### config.mk
export PLATFORM = sky130hd
export DESIGN_NAME = scanline_irq_counter
export DESIGN_NICKNAME = d
export VERILOG_FILES = /design/src/rtl/scan_irq_pkg.sv /design/src/rtl/cpu_reg_decode.sv /design/src/rtl/a12_rise_qualifier.sv /design/src/rtl/scanline_count.sv /design/src/rtl/scanline_irq_counter.sv
export SDC_FILE = /design/constraint.sdc
export NUM_CORES = 1
export LEC_CHECK = 0
export ABC_AREA = 1
export BUFFER_PORTS_ARGS = -buffer_cell sky130_fd_sc_hd__clkbuf_2
export CELL_PAD_IN_SITES_DETAIL_PLACEMENT = 1
export CELL_PAD_IN_SITES_GLOBAL_PLACEMENT = 1
export CORE_MARGIN = 4
export CORE_UTILIZATION = 31
export CTS_BUF_LIST = sky130_fd_sc_hd__clkbuf_8
export CTS_CLUSTER_SIZE = 12
export DETAILED_ROUTE_END_ITERATION = 8
export GPL_TIMING_DRIVEN = 0
export MAX_ROUTING_LAYER = met4
export PLACE_DENSITY_LB_ADDON = 0.1
export SLEW_MARGIN = 0
export SYNTH_ARGS = -nofsm -noshare
export SYNTH_HDL_FRONTEND = slang
export SYNTH_SLANG_ARGS = --single-unit
### constraint.sdc
create_clock -name clk -period 3.9 [get_ports clk]
set_input_delay 0.39 -clock clk [delete_from_list [all_inputs] [get_ports clk]]
set_output_delay 0.39 -clock clk [all_outputs]
set_load 0.01 [all_outputs]
### src/rtl/scan_irq_pkg.sv
package scan_irq_pkg;

    localparam int DATA_W   = 8;
    localparam int HOLD_W   = 4;
    localparam int MIN_HOLD = 2;

    typedef enum logic [1:0] {
        REG_LATCH   = 2'b00,
        REG_RELOAD  = 2'b01,
        REG_IRQ_OFF = 2'b10,
        REG_IRQ_ON  = 2'b11
    } reg_sel_e;

    typedef struct packed {
        logic              valid;
        reg_sel_e          sel;
        logic [DATA_W-1:0] data;
    } cpu_cmd_t;

    function automatic logic [HOLD_W-1:0] clamp_hold(input logic [HOLD_W-1:0] h);
        if (h < HOLD_W'(MIN_HOLD))
            return HOLD_W'(MIN_HOLD);
        return h;
    endfunction

endpackage

### src/rtl/cpu_reg_decode.sv
module cpu_reg_decode
    import scan_irq_pkg::*;
(
    input  logic              cpu_we,
    input  logic [2:0]        cpu_addr_hi,
    input  logic              cpu_addr_lo,
    input  logic [DATA_W-1:0] cpu_wdata,
    output cpu_cmd_t          cmd
);

    logic in_window;

    always_comb begin
        in_window = cpu_addr_hi[2] & cpu_addr_hi[1];
        cmd.valid = cpu_we & in_window;
        cmd.sel   = reg_sel_e'({cpu_addr_hi[0], cpu_addr_lo});
        cmd.data  = cpu_wdata;
    end

endmodule

### src/rtl/a12_rise_qualifier.sv
module a12_rise_qualifier
    import scan_irq_pkg::*;
(
    input  logic              clk,
    input  logic              rst,
    input  logic              a12_in,
    input  logic [HOLD_W-1:0] holdoff_cycles,
    output logic              rise
);

    localparam logic [HOLD_W-1:0] RUN_MAX = '1;

    logic              a12_q;
    logic [HOLD_W-1:0] low_run;
    logic [HOLD_W-1:0] eff_hold;

    always_comb begin
        eff_hold = clamp_hold(holdoff_cycles);
        rise     = a12_in & ~a12_q & (low_run >= eff_hold);
    end

    always_ff @(posedge clk) begin
        if (rst) begin
            a12_q   <= 1'b0;
            low_run <= '0;
        end else begin
            a12_q <= a12_in;
            if (a12_in)
                low_run <= '0;
            else if (low_run != RUN_MAX)
                low_run <= low_run + 1'b1;
        end
    end

endmodule

### src/rtl/scanline_count.sv
module scanline_count
    import scan_irq_pkg::*;
(
    input  logic              clk,
    input  logic              rst,
    input  logic              rise,
    input  cpu_cmd_t          cmd,
    output logic [DATA_W-1:0] cnt,
    output logic              reload_pend,
    output logic              irq_en,
    output logic              irq_n
);

    logic [DATA_W-1:0] latch_q;
    logic [DATA_W-1:0] cnt_nxt;
    logic              irq_q;
    logic              ack_wr;

    always_comb begin
        if (cnt == '0 || reload_pend)
            cnt_nxt = latch_q;
        else
            cnt_nxt = cnt - 1'b1;
        ack_wr = cmd.valid && cmd.sel == REG_IRQ_OFF;
        irq_n  = ~irq_q;
    end

    always_ff @(posedge clk) begin
        if (rst) begin
            cnt         <= '0;
            latch_q     <= '0;
            reload_pend <= 1'b0;
            irq_en      <= 1'b0;
            irq_q       <= 1'b0;
        end else begin
            if (cmd.valid) begin
                case (cmd.sel)
                    REG_LATCH:   latch_q     <= cmd.data;
                    REG_RELOAD:  reload_pend <= 1'b1;
                    REG_IRQ_OFF: irq_en      <= 1'b0;
                    REG_IRQ_ON:  irq_en      <= 1'b1;
                    default:     ;
                endcase
            end
            if (rise) begin
                cnt         <= cnt_nxt;
                reload_pend <= 1'b0;
            end
            if (ack_wr)
                irq_q <= 1'b0;
            else if (rise && cnt_nxt == '0 && irq_en)
                irq_q <= 1'b1;
        end
    end

endmodule

### src/rtl/scanline_irq_counter.sv
module scanline_irq_counter
    import scan_irq_pkg::*;
(
    input  logic              clk,
    input  logic              rst,
    input  logic              cpu_we,
    input  logic [2:0]        cpu_addr_hi,
    input  logic              cpu_addr_lo,
    input  logic [DATA_W-1:0] cpu_wdata,
    input  logic [HOLD_W-1:0] holdoff_cycles,
    input  logic              a12_in,
    output logic              irq_n
);

    cpu_cmd_t          cmd_w;
    logic              rise_w;
    logic [DATA_W-1:0] cnt_w;
    logic              reload_w;
    logic              irq_en_w;

    cpu_reg_decode u_dec (
        .cpu_we      (cpu_we),
        .cpu_addr_hi (cpu_addr_hi),
        .cpu_addr_lo (cpu_addr_lo),
        .cpu_wdata   (cpu_wdata),
        .cmd         (cmd_w)
    );

    a12_rise_qualifier u_qual (
        .clk            (clk),
        .rst            (rst),
        .a12_in         (a12_in),
        .holdoff_cycles (holdoff_cycles),
        .rise           (rise_w)
    );

    scanline_count u_cnt (
        .clk         (clk),
        .rst         (rst),
        .rise        (rise_w),
        .cmd         (cmd_w),
        .cnt         (cnt_w),
        .reload_pend (reload_w),
        .irq_en      (irq_en_w),
        .irq_n       (irq_n)
    );

endmodule

==> qor.csv, run 1 <==
metric;value;unit
Sequential cell area;480.5;um^2
syn avg cell area;7.154;um^2
final setup vio count;0;
CP Data Required Time;4.11;ns
grt total ovfl;0;
Gate Count Post-Synth;188;
Clock Sinks;24;
Max stage delay cell, worst path;dfxtp_1;
post-cts hold buffer count;0;
die area;5457;um^2
Worst R2R Start;u_cnt.cnt[0]$_SDFFE_PP0P_;
setup TNS;0;ns
ANT cells;0;
Slew @ Worst Pin;0.3969;ns
WS Path Type;flip-flop to flip-flop;
fin crit period;1.787;ns
fin crit share;0.4582;
CTS root buffer;clkbuf_8;
Unique masters post-synth;26;
Post-Layout Cell Count;260;
max-slew violations;0;
placed inst area;1503;um^2
GRT Total Usage;0.1422;
I/O Pins;21;
TritonRoute pass-1 iters;4;
WHS Path Cells;3;
number of flops mapped to enable cells by yosys;0;
first-pass GRT wire length;5.837;mm
Mapped Area;1345;um^2
CTS max path bufs;2;
Vias/cell;4.885;
sum of buffers and inverters on the critical path;1;
H-tree depth;1;
Area Overhead vs Synth;14.79;%
Critical Path AT;2.00;ns
RSZ-0062 raised after global routing;false;
CP endpoint kind;flip-flop;
initial antenna violation count;0;
Nets;239;
Power Dens Cells;348.1;nW/um^2
total setup buffers inserted after CTS;0;
most used cell, CP;nand2_1;
peak supply drop;0.0002039;V
top cells by area, synth;dfxtp_1 36%, inv_1 8.4%, nand2_1 8.4%, o21ai_0 7.1%, ha_1 6.5%;
RePlAce Congestion;0.8056;
post-synth top area share;0.3572;
Syn Nets;215;
vias;1270;
Max Cap Viol;0;
Worst Skew;0.002592;ns
crit-path max cell delay;0.36;ns
cts bufs inserted;3;
top post-synthesis cells by count;30 x inv_1, 30 x nand2_1, 24 x dfxtp_1;
final hold viol count;0;
area of the multi-input gates;733.2;um^2
Die X;73.87;um
flop2flop setup slack;2.11;ns
Total Power;0.0005374;W
Max FO, Critical Path;7;
dpl cells;257;
FILL cells;539;
total number of placement rows;23;
Slew headroom;0.7354;
Wirelength per Cell;12.69;um
CTS resizes;0;
IO buf count;19;
kind of cell adding the most delay to the critical path;simple AND/OR/NAND/NOR gates;
1st-iter DRT viols;37;
DRC viols;0;
initial core utilization;0.3291;
routed wire length;3.299;mm
top_reg_cell synth;dfxtp_1;
largest net degree at the start of global routing;13;
final std cell area, no fill;1544;um^2
worst hold-check path type;primary input to flip-flop;
antenna-violating nets left;0;
DIE HEIGHT;73.87;um
Core Area;4086;um^2
R2R cell count;11;
clk_lat worst skew;0.27;ns
cell accounting for the most synthesized area;dfxtp_1;
FFs w/ async S/R, synth;0;
status;completed;
r2r endpoint;u_cnt.irq_q$_SDFFE_PP0P_;
Hold EP;u_cnt.latch_q[3]$_SDFFE_PP0P_;
sequential element share of the synthesized area;0.3572;
crit-path cells;inv_1, ha_1, nand2_1, nor2_2, nor2_4, nand2_1, nand2_1, nand2_1, nor2_2, nand3_2, a21oi_2;
leakage;0.6933;nW
Synth Warn #;0;
worst hold start;cpu_wdata[3];
CTS tree;built;
#FFs+latches synth;24;
Post-DP HPWL;2.740;mm
Worst Setup Start Kind;flip-flop;
layout cell share with drive strength beyond 1;0.1667;
Max Clock Freq;559.6;MHz
clock transition at the registers of the reported paths;0.08;ns
number of global-route vias before repair;1288;
==> worst max path at each step <==
| stage | slack (ns) | to | depth (start not counted) | start |
|---|---|---|---|---|
| 2_1_floorplan | 2.15 | u_cnt.cnt[2]$_SDFFE_PP0P_ | 10 | holdoff_cycles[2] |
| 3_3_place_gp | 1.87 | u_cnt.cnt[2]$_SDFFE_PP0P_ | 11 | holdoff_cycles[2] |
| 3_5_place_dp | 1.81 | u_cnt.cnt[2]$_SDFFE_PP0P_ | 11 | holdoff_cycles[2] |
| 4_1_cts | 2.08 | u_cnt.irq_q$_SDFFE_PP0P_ | 11 | u_cnt.cnt[0]$_SDFFE_PP0P_ |
| 5_1_grt | 1.89 | u_cnt.cnt[1]$_SDFFE_PP0P_ | 10 | u_qual.low_run[1]$_SDFFE_PP0P_ |
| 6_report | 2.11 | u_cnt.irq_q$_SDFFE_PP0P_ | 11 | u_cnt.cnt[0]$_SDFFE_PP0P_ |
==> metal layers <==
metal	vias to the layer above	wire, um	track usage
met5	-	0	-
met1	583	1508	0.1678
met4	0	40	0.04225
li1	663	-	-
met3	6	121	0.02462
met2	18	1629	0.2451
==> tightest hold or removal path, delay by kind of cell <==
family | cells | cell delay (ns)
buffers and inverters | 1 | 0.08
AND/OR/NAND/NOR | 2 | 0.11
==> area by class of cell <==
class                   count  share of cell area
clock buffers               3             0.02674
plain buffers               4             0.01216
multi-input cells         130              0.4749
inverters                  30             0.07293
well taps                  50             0.04052
flip-flops and latches     24              0.3112
repair buffers             19             0.06159
==> cells by family after synthesis <==
kind of cell | share of synthesized area
fa+ha+maj | 0.06511
buf+inv | 0.09768
simple gates | 0.2744
flops | 0.3572
xor+xnor | 0.01303
compound gates | 0.1926
==> sequential cells by signal (all words and copies together), names as in the netlist <==
register,count
u_cnt.cnt,8
u_cnt.reload_pend,1
u_cnt.latch_q,8
u_cnt.irq_en,1
u_qual.a12_q,1
u_qual.low_run,4
u_cnt.irq_q,1
==> cells in the final DEF (no fill, tap or decap) <==
cell type,count
a21oi_1,15
nor2_2,3
nand2_1,30
a2111oi_0,1
nand3_2,3
a21oi_2,1
xnor2_1,1
buf_4,1
nand4_1,4
a31oi_1,3
nor2_4,3
o21bai_1,1
nor3_1,3
inv_1,30
o31a_1,1
xor2_1,1
dfxtp_1,24
ha_1,7
nor2_1,18
clkbuf_1,3
nand3_1,11
o21ai_4,1
nand2_4,1
o21ai_1,1
clkbuf_8,3
a211oi_1,2
o21ai_0,19
clkbuf_2,19
==> metrics by stage <==
stage,util,setup WS (ns),hold slack (ns)
5_1_grt,0.3778,1.888,0.3421
4_1_cts,0.3778,2.077,0.3387
2_1_floorplan,-,2.153,0.4257
3_5_place_dp,0.3677,1.806,0.4525
3_3_place_gp,0.3677,1.871,0.4434
6_report,0.3778,2.113,0.3434
==> report_power, final <==
part	internal [W]	switching [W]	total, W
Combinational	0.0000482	0.0000831	0.000131
Clock	0.0000692	0.0000775	0.000147
Sequential	0.000252	0.00000713	0.000259
No activity file was read; power rests on OpenSTA's default activity.
==> run 2, diff against run 1 <==
==> constraint.sdc (replaced) <==
create_clock -name clk -period 1.5 [get_ports clk]
set_input_delay 0.15 -clock clk [delete_from_list [all_inputs] [get_ports clk]]
set_output_delay 0.15 -clock clk [all_outputs]
set_load 0.01 [all_outputs]
==> qor.csv, run 2 (same netlist as run 1, synthesis figures left out) <==
metric;value;unit;change
status;complete, but fails checks;;
failing checks;negative setup slack;;
largest net degree at the start of global routing;14;;+1
post-cts hold buffer count;0;;unchanged
IO buf count;19;;unchanged
Post-Layout Cell Count;273;;+5.0%
H-tree depth;1;;unchanged
Worst R2R Start;u_qual.low_run[1]$_SDFFE_PP0P_;;
Placement Setup Slack;-0.3128;ns;-2.119 ns
Max stage delay cell, worst path;dfxtp_2;;
fin crit share;1.045;;+0.5865
Slew headroom;0.7083;;-0.02714
Area Overhead vs Synth;31.72;%;
Power Dens Cells;897.7;nW/um^2;+160%
Die X;73.87;um;unchanged
Max Clock Freq;638.1;MHz;+14%
clock transition at the registers of the reported paths;0.09;ns;about the same
ANT cells;0;;unchanged
first-pass GRT wire length;6.361;mm;+9.0%
CP Data Required Time;1.69;ns;-2.42 ns
clk_lat worst skew;0.28;ns;about the same
number of global-route vias before repair;1367;;+6.1%
vias;1333;;+5.0%
GRT Total Usage;0.1580;;+0.01576
Vias/cell;4.883;;about the same
routed wire length;3.749;mm;+14%
total number of placement rows;23;;unchanged
FILL cells;524;;-2.8%
r2r endpoint;u_cnt.cnt[2]$_SDFFE_PP0P_;;
DIE HEIGHT;73.87;um;unchanged
Post-DP HPWL;2.808;mm;+2.5%
most frequent cells in the layout;26 x inv_1, 21 x nand2_1, 19 x clkbuf_2, 19 x dfxtp_1, 15 x nor2_1;;
TritonRoute pass-1 iters;4;;unchanged
RePlAce Congestion;0.8083;;+0.34%
CTS tree;built;;
Critical Path AT;1.76;ns;-0.24 ns
CP endpoint kind;flip-flop;;
Slew @ Worst Pin;0.4376;ns;+0.04071 ns
placed inst area;1503;um^2;unchanged
WHS;0.08596;ns;-0.2574 ns
die area;5457;um^2;unchanged
Hold EP;u_cnt.latch_q[3]$_SDFFE_PP0P_;;
R2R cell count;10;;-1
Wirelength per Cell;13.73;um;+8.2%
antenna-violating nets left;0;;unchanged
1st-iter DRT viols;61;;+65%
max-slew violations;0;;unchanged
Core Area;4086;um^2;unchanged
CTS max path bufs;2;;unchanged
DRC viols;0;;unchanged
crit-path cells;ha_4, inv_2, o21bai_1, nand3_1, nand3_2, nand3_4, inv_4, buf_6, nor2_2, a211oi_2;;
final setup vio count;10;;+10
cts bufs inserted;3;;unchanged
flop2flop setup slack;-0.07;ns;-2.18 ns
initial core utilization;0.3291;;unchanged
dpl cells;257;;unchanged
WHS Path Cells;3;;unchanged
grt total ovfl;0;;unchanged
Worst Skew;0.007848;ns;+0.005256 ns
layout cell share with drive strength beyond 1;0.3498;;+0.1831
I/O Pins;21;;unchanged
final std cell area, no fill;1772;um^2;+15%
most common cell after layout, fill and taps aside;inv_1;;
crit-path max cell delay;0.35;ns;about the same
leakage;0.7805;nW;+13%
Clock Sinks;24;;unchanged
fin crit period;1.567;ns;-0.2200 ns
RSZ-0062 raised after global routing;true;;
Largest regs;u_cnt.cnt x8, u_cnt.latch_q x8, u_qual.low_run x4;;
worst hold start;cpu_wdata[3];;
Worst Setup Start Kind;flip-flop;;
CTS root buffer;clkbuf_8;;
WS Path Type;flip-flop to flip-flop;;
Max Cap Viol;0;;unchanged
final hold viol count;0;;unchanged
peak supply drop;0.0007130;V;+250%
Nets;251;;+5.0%
Max FO, Critical Path;5;;-2
initial antenna violation count;0;;unchanged
worst hold-check path type;primary input to flip-flop;;
final setup margin;-0.06711;ns;-2.180 ns
-- run 2: cell types whose count changed in the layout (fill, tap and decap cells not counted), sizes merged --
cell / previous run / this run
buf: 1 / 13
clkbuf: 25 / 26
-- run 2: routing by layer --
| metal | track usage | part of all wire | vias up | wire (um) |
|---|---|---|---|---|
| met5 | - | 0 | - | 0 |
| met1 | 0.1847 | 0.45 | 621 | 1699 |
| li1 | - | - | 688 | - |
| met2 | 0.2648 | 0.50 | 18 | 1862 |
| met4 | 0.06036 | 0.014 | 0 | 52 |
| met3 | 0.03146 | 0.036 | 6 | 135 |
-- run 2: critical path, delay by kind of cell (launching register included) --
kind                       cells  cell delay [ns]
AOI/OAI and AO/OA              2             0.30
adders and majority gates      1             0.27
buffers and inverters          3             0.23
DFF                            1             0.35
and+or+nand+nor                4             0.33
-- run 2: worst max-delay path by stage --
stage	from	endpoint	depth (start not counted)	slack [ns]
3_5_place_dp	holdoff_cycles[2]	u_cnt.cnt[1]$_SDFFE_PP0P_	13	-0.31
5_1_grt	u_cnt.cnt[1]$_SDFFE_PP0P_	u_cnt.irq_q$_SDFFE_PP0P_	11	-0.19
2_1_floorplan	holdoff_cycles[2]	u_cnt.cnt[2]$_SDFFE_PP0P_	10	0.02
3_3_place_gp	holdoff_cycles[2]	u_cnt.cnt[2]$_SDFFE_PP0P_	11	-0.24
4_1_cts	u_qual.low_run[1]$_SDFFE_PP0P_	u_cnt.cnt[2]$_SDFFE_PP0P_	10	-0.05
6_report	u_qual.low_run[1]$_SDFFE_PP0P_	u_cnt.cnt[2]$_SDFFE_PP0P_	10	-0.07
-- run 2: where the power goes --
| group | total (W) | switching (W) | internal [W] |
|---|---|---|---|
| clock network | 0.000470 | 0.000234 | 0.000236 |
| registers | 0.000677 | 0.0000209 | 0.000656 |
| logic | 0.000444 | 0.000263 | 0.000181 |
| total | 0.00159 | 0.000517 | 0.00107 |
-- run 2: stage by stage --
stage | utilization | TNS [ns] | power, W
2_1_floorplan | - | 0 | 0.0009371
3_3_place_gp | 0.3677 | -1.539 | 0.001023
3_5_place_dp | 0.3677 | -2.114 | 0.001036
4_1_cts | 0.4103 | -0.1552 | 0.001554
5_1_grt | 0.4336 | -1.476 | 0.001684
6_report | 0.4336 | -0.4754 | 0.001591
-- run 2: layout make-up --
type / count / area (um^2) / area share
Multi-Input combinational cell: 130 / 834.6 / 0.4710
Inverter: 30 / 117.6 / 0.06638
Tap cell: 50 / 62.56 / 0.03531
Sequential cell: 24 / 489.2 / 0.2761
Clock buffer: 4 / 55.05 / 0.03107
Buffer: 4 / 22.52 / 0.01271
Timing Repair Buffer: 31 / 190.2 / 0.1073
-- run 2: what timing repair did --
| item | CTS | global route |
|---|---|---|
| gates cloned | 1 | 0 |
| gates resized for setup | 24 | 20 |
| setup endpoints to repair | 10 | 10 |
| pin swaps | 8 | 15 |
| buffers inserted | 7 | 4 |
